### config.mk
export PLATFORM = sky130hd
export DESIGN_NAME = adc_frame_ctrl
export DESIGN_NICKNAME = d
export VERILOG_FILES = /design/src/rtl/adc_fc_pkg.sv /design/src/rtl/adc_fc_sclk_gen.sv /design/src/rtl/adc_fc_frame_shift.sv /design/src/rtl/adc_fc_result.sv /design/src/rtl/adc_frame_ctrl.sv
export SDC_FILE = /design/constraint.sdc
export NUM_CORES = 1
export LEC_CHECK = 0
export ABC_AREA = 1
export BUFFER_PORTS_ARGS = -buffer_cell sky130_fd_sc_hd__clkbuf_2
export CORE_UTILIZATION = 58
export CTS_CLUSTER_DIAMETER = 150
export CTS_CLUSTER_SIZE = 16
export DETAILED_ROUTE_END_ITERATION = 8
export PLACE_DENSITY = 0.79
export SLEW_MARGIN = 20
export SYNTH_ARGS = -nofsm -noshare
export SYNTH_HDL_FRONTEND = slang
export SYNTH_HIERARCHICAL = 1
export SYNTH_SLANG_ARGS = --single-unit
### constraint.sdc
create_clock -name clk -period 2.85 [get_ports clk]
set_input_delay 0.855 -clock clk [delete_from_list [all_inputs] [get_ports clk]]
set_output_delay 0.855 -clock clk [all_outputs]
set_load 0.02 [all_outputs]
### src/rtl/adc_fc_pkg.sv
// Shared types for the ADC frame capture controller.
package adc_fc_pkg;

    // Controller phase: idle, strobe period, or data shifting.
    typedef enum logic [1:0] {
        FC_IDLE   = 2'd0,
        FC_STROBE = 2'd1,
        FC_SHIFT  = 2'd2
    } fc_state_e;

endpackage

### src/rtl/adc_fc_sclk_gen.sv
// Serial clock phase generator.
// Divides the system clock by 2*half_i. It emits a rise pulse when the phase
// goes from low to high (the sampling point) and a fall pulse when a serial
// period ends.
// Assumes half_i >= 1 and stable while run_i is high.
module adc_fc_sclk_gen #(
    parameter int DIV_W = 8
) (
    input  logic             clk,
    input  logic             rst_n,
    input  logic             run_i,
    input  logic [DIV_W-1:0] half_i,
    output logic             rise_o,
    output logic             fall_o,
    output logic             phase_o
);
    logic [DIV_W-1:0] cnt_q;
    logic             ph_q;
    logic             tick;

    assign tick    = run_i && (cnt_q == half_i - DIV_W'(1));
    assign rise_o  = tick && !ph_q;
    assign fall_o  = tick && ph_q;
    assign phase_o = ph_q;

    // Half-period counter and phase toggle; both held at zero while stopped.
    always_ff @(posedge clk) begin
        if (!rst_n || !run_i) begin
            cnt_q <= '0;
            ph_q  <= 1'b0;
        end else if (tick) begin
            cnt_q <= '0;
            ph_q  <= ~ph_q;
        end else begin
            cnt_q <= cnt_q + DIV_W'(1);
        end
    end
endmodule

### src/rtl/adc_fc_frame_shift.sv
// Frame shift register and layout decoder.
// Shifts in one bit per shift_i, MSB first. It presents the result field and
// a padding error built from the leading and trailing padding positions.
// Assumes the caller shifts exactly LEAD_PAD+DATA_W+TRAIL_PAD bits per frame.
module adc_fc_frame_shift #(
    parameter int DATA_W    = 12,
    parameter int LEAD_PAD  = 3,
    parameter int TRAIL_PAD = 1
) (
    input  logic              clk,
    input  logic              rst_n,
    input  logic              shift_i,
    input  logic              bit_i,
    output logic [DATA_W-1:0] data_o,
    output logic              pad_err_o
);
    localparam int FRAME_LEN = LEAD_PAD + DATA_W + TRAIL_PAD;

    logic [FRAME_LEN-1:0] sh_q;
    logic                 lead_err;
    logic                 trail_err;

    // Serial-in shift register, first bit ends up in the MSB.
    always_ff @(posedge clk) begin
        if (!rst_n) begin
            sh_q <= '0;
        end else if (shift_i) begin
            sh_q <= {sh_q[FRAME_LEN-2:0], bit_i};
        end
    end

    assign data_o = sh_q[TRAIL_PAD +: DATA_W];

    generate
        if (LEAD_PAD > 0) begin : g_lead
            assign lead_err = |sh_q[FRAME_LEN-1 -: LEAD_PAD];
        end else begin : g_nolead
            assign lead_err = 1'b0;
        end
        if (TRAIL_PAD > 0) begin : g_trail
            assign trail_err = |sh_q[TRAIL_PAD-1:0];
        end else begin : g_notrail
            assign trail_err = 1'b0;
        end
    endgenerate

    assign pad_err_o = lead_err | trail_err;
endmodule

### src/rtl/adc_fc_result.sv
// Result holding register with valid/error pulses and overrun tracking.
// On done_i it writes a well-formed result (valid pulse) or reports an error
// pulse and leaves the held result alone. An unacknowledged result that is
// overwritten sets the sticky overrun flag until ack_i.
module adc_fc_result #(
    parameter int DATA_W = 12
) (
    input  logic              clk,
    input  logic              rst_n,
    input  logic              done_i,
    input  logic [DATA_W-1:0] data_i,
    input  logic              err_i,
    input  logic              ack_i,
    output logic [DATA_W-1:0] sample_o,
    output logic              valid_o,
    output logic              fmt_err_o,
    output logic              overrun_o
);
    logic pend_q;
    logic write;

    assign write = done_i && !err_i;

    // Result register and one-cycle status pulses.
    always_ff @(posedge clk) begin
        if (!rst_n) begin
            sample_o  <= '0;
            valid_o   <= 1'b0;
            fmt_err_o <= 1'b0;
        end else begin
            valid_o   <= write;
            fmt_err_o <= done_i && err_i;
            if (write) begin
                sample_o <= data_i;
            end
        end
    end

    // Pending/overrun bookkeeping; an ack in the write cycle retires the old result.
    always_ff @(posedge clk) begin
        if (!rst_n) begin
            pend_q    <= 1'b0;
            overrun_o <= 1'b0;
        end else if (write) begin
            pend_q    <= 1'b1;
            overrun_o <= (pend_q || overrun_o) && !ack_i;
        end else if (ack_i) begin
            pend_q    <= 1'b0;
            overrun_o <= 1'b0;
        end
    end
endmodule

### src/rtl/adc_frame_ctrl.sv
// ADC serial frame capture controller (top).
// Sequences idle -> strobe (one serial period) -> 16 sampled serial periods.
// It then returns to idle, or to a new strobe in continuous mode.
// Sampling uses the internal phase edge that raises sclk_o, so both clock
// modes sample on the rising edge. The modes differ only in idle level.
// Assumes the converter changes data on falling sclk edges.
module adc_frame_ctrl #(
    parameter int DATA_W    = 12,
    parameter int LEAD_PAD  = 3,
    parameter int TRAIL_PAD = 1,
    parameter int DIV_W     = 8
) (
    input  logic              clk,
    input  logic              rst_n,
    input  logic              start_i,
    input  logic              cont_i,
    input  logic              mode_i,
    input  logic [DIV_W-1:0]  div_half_i,
    input  logic              ack_i,
    input  logic              sdata_i,
    output logic              sclk_o,
    output logic              cnvst_o,
    output logic              busy_o,
    output logic [DATA_W-1:0] sample_o,
    output logic              valid_o,
    output logic              fmt_err_o,
    output logic              overrun_o
);
    import adc_fc_pkg::*;

    localparam int FRAME_LEN = LEAD_PAD + DATA_W + TRAIL_PAD;
    localparam int CNT_W     = $clog2(FRAME_LEN);
    localparam logic [CNT_W-1:0] LAST_BIT = CNT_W'(FRAME_LEN - 1);

    fc_state_e         state_q;
    logic [DIV_W-1:0]  half_q;
    logic [CNT_W-1:0]  bit_q;
    logic              run;
    logic              rise;
    logic              fall;
    logic              phase;
    logic              frame_end;
    logic [DATA_W-1:0] frame_data;
    logic              frame_err;

    assign run       = (state_q != FC_IDLE);
    assign frame_end = (state_q == FC_SHIFT) && fall && (bit_q == LAST_BIT);

    // Sequencer: accepts starts only when idle, counts serial periods per frame.
    always_ff @(posedge clk) begin
        if (!rst_n) begin
            state_q <= FC_IDLE;
            half_q  <= DIV_W'(1);
            bit_q   <= '0;
        end else begin
            case (state_q)
                FC_IDLE: begin
                    if (start_i) begin
                        state_q <= FC_STROBE;
                        half_q  <= (div_half_i == '0) ? DIV_W'(1) : div_half_i;
                    end
                end
                FC_STROBE: begin
                    if (fall) begin
                        state_q <= FC_SHIFT;
                        bit_q   <= '0;
                    end
                end
                FC_SHIFT: begin
                    if (fall) begin
                        if (bit_q == LAST_BIT) begin
                            state_q <= cont_i ? FC_STROBE : FC_IDLE;
                        end else begin
                            bit_q <= bit_q + CNT_W'(1);
                        end
                    end
                end
                default: state_q <= FC_IDLE;
            endcase
        end
    end

    adc_fc_sclk_gen #(
        .DIV_W (DIV_W)
    ) u_sclk (
        .clk     (clk),
        .rst_n   (rst_n),
        .run_i   (run),
        .half_i  (half_q),
        .rise_o  (rise),
        .fall_o  (fall),
        .phase_o (phase)
    );

    adc_fc_frame_shift #(
        .DATA_W    (DATA_W),
        .LEAD_PAD  (LEAD_PAD),
        .TRAIL_PAD (TRAIL_PAD)
    ) u_shift (
        .clk       (clk),
        .rst_n     (rst_n),
        .shift_i   (rise && (state_q == FC_SHIFT)),
        .bit_i     (sdata_i),
        .data_o    (frame_data),
        .pad_err_o (frame_err)
    );

    adc_fc_result #(
        .DATA_W (DATA_W)
    ) u_result (
        .clk       (clk),
        .rst_n     (rst_n),
        .done_i    (frame_end),
        .data_i    (frame_data),
        .err_i     (frame_err),
        .ack_i     (ack_i),
        .sample_o  (sample_o),
        .valid_o   (valid_o),
        .fmt_err_o (fmt_err_o),
        .overrun_o (overrun_o)
    );

    assign sclk_o  = run ? phase : mode_i;
    assign cnvst_o = (state_q == FC_STROBE);
    assign busy_o  = run;
endmodule

# After elaboration in Yosys (flattened, before gate mapping)
# Index checks and enable logic that the tools add are counted.
totals:
  regBits: 55
  inputBits: 15
  out_inout_bits: 18
  word_cells: 66
classes:
  addsub: 3
  eq_ne: 9
  n_mux: 15
  bitwise: 2
  reduce_logical: 26
ops:
  columns: ["op", "n"]
  rows:
  - ["2-to-1 mux 4 bit", 3]
  - ["logical AND 1 bit", 9]
  - ["adder 8 x 1 -> 8 bit, second input constant", 1]
  - ["equality test 8 bit", 1]
  - ["logical NOT 8 bit", 1]
  - ["2-to-1 mux 2 bit", 4]
  - ["2-to-1 mux 8 bit", 1]
  - ["one-hot mux 4 bit (2 select lines)", 1]
  - ["AND reduction 4 bit", 2]
  - ["subtractor 8 x 1 -> 8 bit, second input constant", 1]
  - ["inequality test 2 bit, second input constant", 3]
  - ["one-hot mux 2 bit (3 select lines)", 1]
  - ["nonzero test 2 bit", 3]
  - ["logical NOT 1 bit", 5]
  - ["2-to-1 mux 1 bit", 5]
  - ["adder 4 x 1 -> 4 bit, second input constant", 1]
  - ["equality test 4 bit, second input constant", 1]
  - ["inequality test 2 x 1 -> 1 bit, second input constant", 2]
  - ["OR reduction 3 bit", 1]
  - ["equality test 2 x 1 -> 1 bit, second input constant", 1]
  - ["equality test 2 bit, second input constant", 1]
  - ["logical NOT 2 bit", 1]
  - ["logical OR 1 bit", 2]
  - ["AND reduction 2 bit", 1]
  - ["3 further kinds", 3]

# Logic depth before layout (Yosys ltp)
# Gate-level depths: netlist of the first run.
logic_depth:
  word_depth: 8
  ltp_mapped: 18
  mapped_depth_nobuf: 17

# By module
# The synthesis of the first run kept the hierarchy.
by_module_without_submodules:
  columns: ["mod", "instances", "cells_per_inst", "area_per_inst_um2", "seq_area_each_um2"]
  rows:
  - ["adc_fc_frame_shift", 1, 115, 773.2, 320.3]
  - ["adc_fc_sclk_gen", 1, 136, 758.2, 180.2]
  - ["adc_frame_ctrl", 1, 103, 691.9, 280.3]
  - ["adc_fc_result", 1, 94, 645.6, 320.3]

# Least setup slack after synthesis of the first run
# OpenSTA, ideal clock, no wires.
synth_path:
  path_type: "register to register"
  start: "reg half_q[0]"
  end: "reg u_result.sample_o[0]"
  setup_ns: 0.064
  arrival_time_ns: 2.315
  required_time_ns: 2.786
  path_slack_ns: 0.471
  stages_incl_launch_ff: 19
  path_buffers: 1
  period_less_slack_ns: 2.379
  path_cell_list: "dfxtp_1 -> inv_1 -> ha_1 -> nand2_1 -> inv_1 -> nor2_1 -> nand3_1 -> nor2_1 -> nand2_1 -> nor2_1 -> nand3_1 -> inv_1 -> nand4_1 -> nor2_1 -> inv_2 -> nor2_2 -> buf_4 -> nor2_1 -> nor2_1"
synth_between:
  elab_chain_len: 7
synth_rtl:
  columns: ["item", "line_no", "text"]
  rows:
  - ["start: declaration", "adc_frame_ctrl.sv:36", "logic [DIV_W-1:0] half_q;"]
  - ["start signal: assignment", "adc_frame_ctrl.sv:60", "half_q <= (div_half_i == '0) ? DIV_W'(1) : div_half_i;"]
  - ["subtractor 8 x 1 -> 8 bit", "adc_fc_sclk_gen.sv:21", "assign tick = run_i && (cnt_q == half_i - DIV_W'(1));"]
  - ["equality test 8 bit", "adc_fc_sclk_gen.sv:21", null]
  - ["logical AND 1 bit", "adc_fc_sclk_gen.sv:21", null]
  - ["logical AND 1 bit", "adc_fc_sclk_gen.sv:23", "assign fall_o = tick && ph_q;"]
  - ["via fall", "adc_frame_ctrl.sv:40", "logic fall;"]
  - ["logical AND 1 bit (2 in a row)", "adc_frame_ctrl.sv:47", "assign frame_end = (state_q == FC_SHIFT) && fall && (bit_q == LAST_BIT);"]
  - ["via frame_end", "adc_frame_ctrl.sv:42", "logic frame_end;"]
  - ["logical AND 1 bit", "adc_fc_result.sv:22", "assign write = done_i && !err_i;"]
  - ["end signal: assignment", "adc_fc_result.sv:34", "sample_o <= data_i;"]
  - ["end: declaration", "adc_fc_result.sv:14", "output logic [DATA_W-1:0] sample_o,"]
# The timed path passes the listed nets, and every way through them passes these cells.
# A chain may end at the register's enable or synchronous reset.

# Worst setup path in the final report of the first run
layout_path:
  start: "reg half_q[0]"
  end: "reg u_result.sample_o[5]"
# The elaborated chain is that of the path after synthesis.

==> impl_metrics.env, run 1 <==
export IMPL_grt_overflow_total=0
export IMPL_synth_seq_cells=55
export IMPL_syn2layout_area_growth_pct=6.67
export IMPL_cap_violations=0
export IMPL_wl_um=5420
export IMPL_clock_root_buffer="clkbuf_8"
export IMPL_vias_per_cell=4.72
export IMPL_status="complete, no violations"
export IMPL_crit_fanout=14
export IMPL_hpwl_um=3900
export IMPL_netlist_top_cells_count="nand2_1, nor2_1, inv_1"
export IMPL_coreArea_um2=4750
export IMPL_fin_crit_ns=2.58
export IMPL_post_route_period_util=0.905
export IMPL_syn_num_nets=466
export IMPL_slew_headroom=0.659
export IMPL_nNetsFinal=485
export IMPL_leakage_nw=1.39
export IMPL_grt_max_degree=33
export IMPL_fin_skew_ns=0.0132
export IMPL_synthTopCellsByArea="dfxtp_1, nand2_1, nor2_1"
export IMPL_placed_area_um2=2960
export IMPL_firstDrtPassIters=4
export IMPL_ant_nets=0
export IMPL_diodes=0
export IMPL_io_pins=33
export IMPL_synth_distinct_cells=28
export IMPL_grt_pass1_wl_um=9050
export IMPL_wl_per_cell_um=10.1
export IMPL_drcViolationCount=0
export IMPL_r2r_cells=17
export IMPL_worstReg2RegEnd="u_result/sample_o[5]"
export IMPL_die_y_um=72.3
export IMPL_start_kind="flip-flop"
export IMPL_yosysWarnings=6
export IMPL_tightest_slew_ns=0.512
export IMPL_synthMostInstantiatedCell="nand2_1"
export IMPL_die_area_um2=5230
export IMPL_htreeDepth=2
export IMPL_setup_tns_ns=0
export IMPL_worst_r2r_setup_slack_ns=0.27
export IMPL_synth_edf_count=0
export IMPL_async_flop_share=0
export IMPL_setup_viol=0
export IMPL_syn_avg_cell_area_um2=6.40
export IMPL_synth_yosys_seq_area_share=0.384
export IMPL_final_area_um2=3060
export IMPL_via_count=2526
export IMPL_antenna_found_initial=0
export IMPL_hold_viol_final=0
export IMPL_grt_use_total=0.223
export IMPL_place_gp_congestion=0.880
export IMPL_yosysTopAreaCell="dfxtp_1"
export IMPL_first_iter_violations=143
export IMPL_synthesis_area_um2=2870
export IMPL_synth_top_area_share=0.384
export IMPL_port_buffers=32
export IMPL_cts_sinks=55
export IMPL_p_per_area_nw_per_um2=458
export IMPL_drv_slew=0
export IMPL_worstSetupEndpointType="flip-flop"
export IMPL_hold_path_end="u_result/overrun_o"
export IMPL_timing_rr_start="half_q[0]"
export IMPL_crit_required_ns=3.08
export IMPL_cts_hold_buf=0
export IMPL_min_path_cells=2
export IMPL_grt_pass1_vias=2140
export IMPL_path_class="flip-flop to flip-flop"
export IMPL_rows=25
export IMPL_hold_path_class="flip-flop to flip-flop"
export IMPL_final_util=0.644
export IMPL_fp_dieW_um=72.3
export IMPL_rsz0062_at_grt="false"
export IMPL_cts_max_path_buffers=2
export IMPL_drive_above_1_share=0.135
export IMPL_ys_flop_type="dfxtp_1"
export IMPL_syn_instance_count=448
export IMPL_ir_drop_mv=0.259
export IMPL_cts_buffers=5
export IMPL_initial_utilization=0.603
export IMPL_clock_fmax_ghz=0.388
export IMPL_cts_setup_buffers=0
export IMPL_clk_pin_slew_ns=0.11
export IMPL_hold_path_startpoint="u_result/overrun_o"
export IMPL_worstPathArrival_ns=2.81
export IMPL_cts_tree="yes"
export IMPL_ctsResizeCount=0
export IMPL_clock_latency_ns=0.32
==> per-layer routing <==
layer / share of wire / vias to the layer above / track usage
li1: - / 1359 / -
met1: 0.51 / 1116 / 0.301
met2: 0.44 / 43 / 0.350
met3: 0.034 / 8 / 0.0375
met4: 0.015 / 0 / 0.0980
met5: 0 / - / 0
==> layout make-up <==
cell class / instances / area [µm²]
fillers: 462 / 1690
flip-flops and latches: 55 / 1100
repair buffers: 35 / 183
inverters: 74 / 278
well taps: 67 / 83.8
multi-input cells: 296 / 1320
clock inverters: 3 / 27.5
clock buffers: 5 / 68.8
==> worst max-delay path by stage <==
stage / from / to / slack (ns) / cells past startpoint
after floorplan: half_q[0] / u_result/sample_o[0] / 0.47 / 18
after global placement: half_q[0] / u_result/sample_o[6] / 0.31 / 17
after detailed placement: half_q[0] / u_result/sample_o[6] / 0.20 / 17
after CTS: half_q[0] / u_result/sample_o[6] / 0.16 / 17
after global routing: half_q[0] / u_result/sample_o[10] / 0.01 / 17
final: half_q[0] / u_result/sample_o[5] / 0.27 / 17
==> power breakdown <==
group	total (W)	internal (W)	switching (W)
clock network	0.000461	0.000183	0.000278
registers	0.000795	0.000780	0.0000154
logic	0.000147	0.0000525	0.0000942
total	0.00140	0.00102	0.000388
==> per-stage QoR <==
stage / setup slack (ns) / hold slack [ns] / instances / total power, W
detailed placement: 0.196 / 0.442 / 527 / 0.000958
global placement: 0.308 / 0.435 / 527 / 0.000953
finish: 0.270 / 0.459 / 535 / 0.00140
global route: 0.0145 / 0.468 / 535 / 0.00147
CTS: 0.165 / 0.458 / 535 / 0.00141
floorplan: 0.471 / 0.449 / 448 / 0.000919
==> registers in the layout (all words and copies together) (netlist names) <==
register / cells
u_result/overrun_o: 1
u_result/fmt_err_o: 1
bit_q: 4
u_result/sample_o: 12
state_q: 2
u_shift/sh_q: 16
u_sclk/phase_o: 1
u_result/valid_o: 1
u_result/pend_q: 1
u_sclk/cnt_q: 8
half_q: 8
==> worst max-delay path, stage by stage, from the launching register on <==
cell,delay (ns)
dfxtp_1,0.39
inv_1,0.10
ha_1,0.31
nand2_1,0.06
inv_1,0.03
nor2_1,0.11
nand3_1,0.08
nor2_1,0.11
nand2_1,0.06
nor2_1,0.09
nand3_1,0.09
inv_1,0.21
nand4_1,0.14
nor2_1,0.18
buf_4,0.24
nand3_1,0.14
nand2_1,0.10
nor2_1,0.04
==> cell families after synthesis <==
logic type               after synthesis  share of synthesized area
XOR/XNOR                               6                     0.0209
AND/OR/NAND/NOR                      268                      0.389
adder cells (fa/ha/maj)                3                     0.0131
buffers and inverters                 97                      0.159
AO/OA/AOI/OAI                         19                     0.0340
flip-flops                            55                      0.384
==> placed cells by master, fill, tap and decap left out, types with 3 or more instances in the layout <==
cell type / Yosys / routed
a21oi_1: 7 / 7
buf_4: 15 / 3
clkbuf_2: 1 / 32
clkbuf_8: 1 / 5
dfxtp_1: 55 / 55
ha_1: 3 / 3
inv_1: 71 / 71
inv_2: 3 / 3
nand2_1: 109 / 109
nand2_2: 4 / 4
nand3_1: 33 / 33
nand4_1: 4 / 4
nor2_1: 102 / 101
nor2_2: 7 / 7
nor3_1: 4 / 4
o21ai_0: 11 / 11
xor2_1: 3 / 3
(Power assumes the default switching activity.)
==> run 2: changes to the inputs <==
--- a/config.mk
+++ b/config.mk
@@ -5,9 +5,8 @@
 export SDC_FILE = /design/constraint.sdc
 export NUM_CORES = 1
 export LEC_CHECK = 0
-export ABC_AREA = 1
 export BUFFER_PORTS_ARGS = -buffer_cell sky130_fd_sc_hd__clkbuf_2
-export CORE_UTILIZATION = 58
+export CORE_UTILIZATION = 57
 export CTS_CLUSTER_DIAMETER = 150
 export CTS_CLUSTER_SIZE = 16
 export DETAILED_ROUTE_END_ITERATION = 8
==> impl_metrics.env, run 2 <==
export IMPL_post_place_cells=346
export IMPL_grt_util_met2=0.306
export IMPL_yosysWarnings=6
export IMPL_syn2layout_area_growth_pct=7.40
export IMPL_syn_avg_cell_area_um2=9.54
export IMPL_fin_skew_ns=0.00560
export IMPL_htreeDepth=2
export IMPL_synthTopCellsByArea="dfxtp_1, mux2i_1, nor2b_1"
export IMPL_tightest_slew_ns=0.318
export IMPL_hold_path_class="flip-flop to flip-flop"
export IMPL_layout_commonest_cell="dfxtp_1"
export IMPL_ant_nets=0
export IMPL_rows=24
export IMPL_place_gp_congestion=0.918
export IMPL_slew_headroom=0.788
export IMPL_cap_violations=0
export IMPL_worstPathArrival_ns=2.89
export IMPL_nNetsFinal=319
export IMPL_clock_fmax_ghz=0.377
export IMPL_gr_usage_met3=0.0476
export IMPL_cts_max_path_buffers=2
export IMPL_hold_path_startpoint="u_result/sample_o[9]"
export IMPL_clock_latency_ns=0.31
export IMPL_largest_reg_flops=16
export IMPL_die_area_um2=4960
export IMPL_hold_viol_final=0
export IMPL_drv_slew=0
export IMPL_fp_dieW_um=70.5
export IMPL_port_buffers=32
export IMPL_firstDrtPassIters=6
export IMPL_drcViolationCount=4
export IMPL_synth_yosys_seq_area_share=0.412
export IMPL_cts_sinks=55
export IMPL_crit_required_ns=3.09
export IMPL_worst_r2r_setup_slack_ns=0.20
export IMPL_clock_root_buffer="clkbuf_8"
export IMPL_hold_path_end="u_result/sample_o[9]"
export IMPL_synth_seq_cells=55
export IMPL_p_per_area_nw_per_um2=500
export IMPL_post_route_period_util=0.931
export IMPL_async_flop_share=0
export IMPL_synth_top_area_share=0.412
export IMPL_violations="design-rule violations"
export IMPL_antenna_found_initial=0
export IMPL_leakage_nw=1.12
export IMPL_cts_buffers=5
export IMPL_via_count=1927
export IMPL_coreArea_um2=4440
export IMPL_netlist_top_cells_count="dfxtp_1, nand2_1, nor2b_1"
export IMPL_io_pins=33
export IMPL_first_iter_violations=109
export IMPL_wl_um=4740
export IMPL_grt_use_met1=0.284
export IMPL_busiest_layer="met2"
export IMPL_cts_tree="yes"
export IMPL_crit_fanout=14
export IMPL_r2r_cells=12
export IMPL_vias_per_cell=5.46
export IMPL_synthMostInstantiatedCell="dfxtp_1"
export IMPL_setup_viol=0
export IMPL_clk_pin_slew_ns=0.10
export IMPL_synth_edf_count=0
export IMPL_drive_above_1_share=0.179
export IMPL_initial_utilization=0.601
export IMPL_worstSetupEndpointType="flip-flop"
export IMPL_ir_drop_mv=0.228
export IMPL_final_cells=353
export IMPL_hpwl_um=3240
export IMPL_grt_pass1_vias=1826
export IMPL_ys_flop_type="dfxtp_1"
export IMPL_worstReg2RegEnd="u_result/overrun_o"
export IMPL_rsz0062_at_grt="false"
export IMPL_syn_num_nets=298
export IMPL_synth_distinct_cells=53
export IMPL_reg_top3="u_shift/sh_q: 16 flops, u_result/sample_o: 12 flops"
export IMPL_yosysTopAreaCell="dfxtp_1"
export IMPL_grt_use_total=0.204
export IMPL_synthesis_area_um2=2670
export IMPL_min_path_cells=2
export IMPL_grt_overflow_total=0
export IMPL_diodes=0
export IMPL_syn_instance_count=280
export IMPL_grt_pass1_wl_um=8050
export IMPL_setup_tns_ns=0
export IMPL_cts_hold_buf=0
export IMPL_path_class="flip-flop to flip-flop"
export IMPL_status="finished with violations"
export IMPL_timing_rr_start="half_q[0]"
export IMPL_start_kind="flip-flop"
export IMPL_fin_crit_ns=2.65
export IMPL_die_y_um=70.5
export IMPL_wl_per_cell_um=13.4
export IMPL_top_register="u_shift/sh_q"
export IMPL_final_util=0.646
export IMPL_grt_max_degree=32
export IMPL_final_cell_mix="dfxtp_1, clkbuf_2, nand2_1"
## run 2: what timing repair did
action / in CTS / in global routing
setup endpoints to repair: 0 / 10
buffers inserted: 0 / 0
gates resized for setup: 0 / 1
## run 2: worst max-delay path by stage
stage / slack [ns] / endpoint / from
CTS: 0.22 / u_result/sample_o[0] / half_q[0]
floorplan: 0.41 / u_result/sample_o[0] / half_q[0]
global route: 0.003 / u_result/sample_o[5] / half_q[0]
finish: 0.20 / u_result/overrun_o / half_q[0]
global placement: 0.35 / u_result/overrun_o / half_q[0]
detailed placement: 0.24 / u_result/overrun_o / half_q[0]
## run 2: logic make-up after synthesis
logic type,Yosys count,synth area share
multiplexers,24,0.0918
buffers and inverters,30,0.0763
AND/OR/NAND/NOR,111,0.241
adder cells (fa/ha/maj),3,0.0141
flip-flops,55,0.412
XOR/XNOR,18,0.0590
AO/OA/AOI/OAI,39,0.106
## run 2: stage by stage
stage	worst slack (ns)	area [µm²]	total power [W]	hold WS [ns]
after detailed placement	0.243	2760	0.000941	0.451
after CTS	0.217	2870	0.00145	0.464
after floorplan	0.409	2670	0.000905	0.440
final	0.197	2870	0.00143	0.459
after global routing	0.00280	2870	0.00149	0.477
after global placement	0.350	2760	0.000939	0.443
## run 2: cell type report
cell class,instances,area (µm²)
Clock buffer,5,68.8
Clock inverter,2,37.5
Fill cell,392,1580
Inverter,6,22.5
Multi-Input combinational cell,195,1370
Sequential cell,55,1100
Tap cell,52,65.1
Timing Repair Buffer,38,205
## run 2: power breakdown
group | switching [W] | internal [W]
Clock | 0.000251 | 0.000257
Sequential | 0.0000145 | 0.000778
Combinational | 0.0000671 | 0.0000667
## run 2: metal layers
layer / share of wire / up-vias
met5: 0 / -
met4: 0.015 / 0
met3: 0.046 / 7
met2: 0.43 / 43
met1: 0.51 / 890
li1: - / 987
## run 2: critical path: stages, from the launching register on
cell	delay (ns)
dfxtp_1	0.44
inv_1	0.07
ha_1	0.31
xor2_1	0.16
o211ai_1	0.10
a211oi_1	0.27
and3_1	0.22
nand2_1	0.07
nor2_1	0.12
and3_1	0.22
and2b_2	0.33
a21oi_1	0.11
nor3b_1	0.16
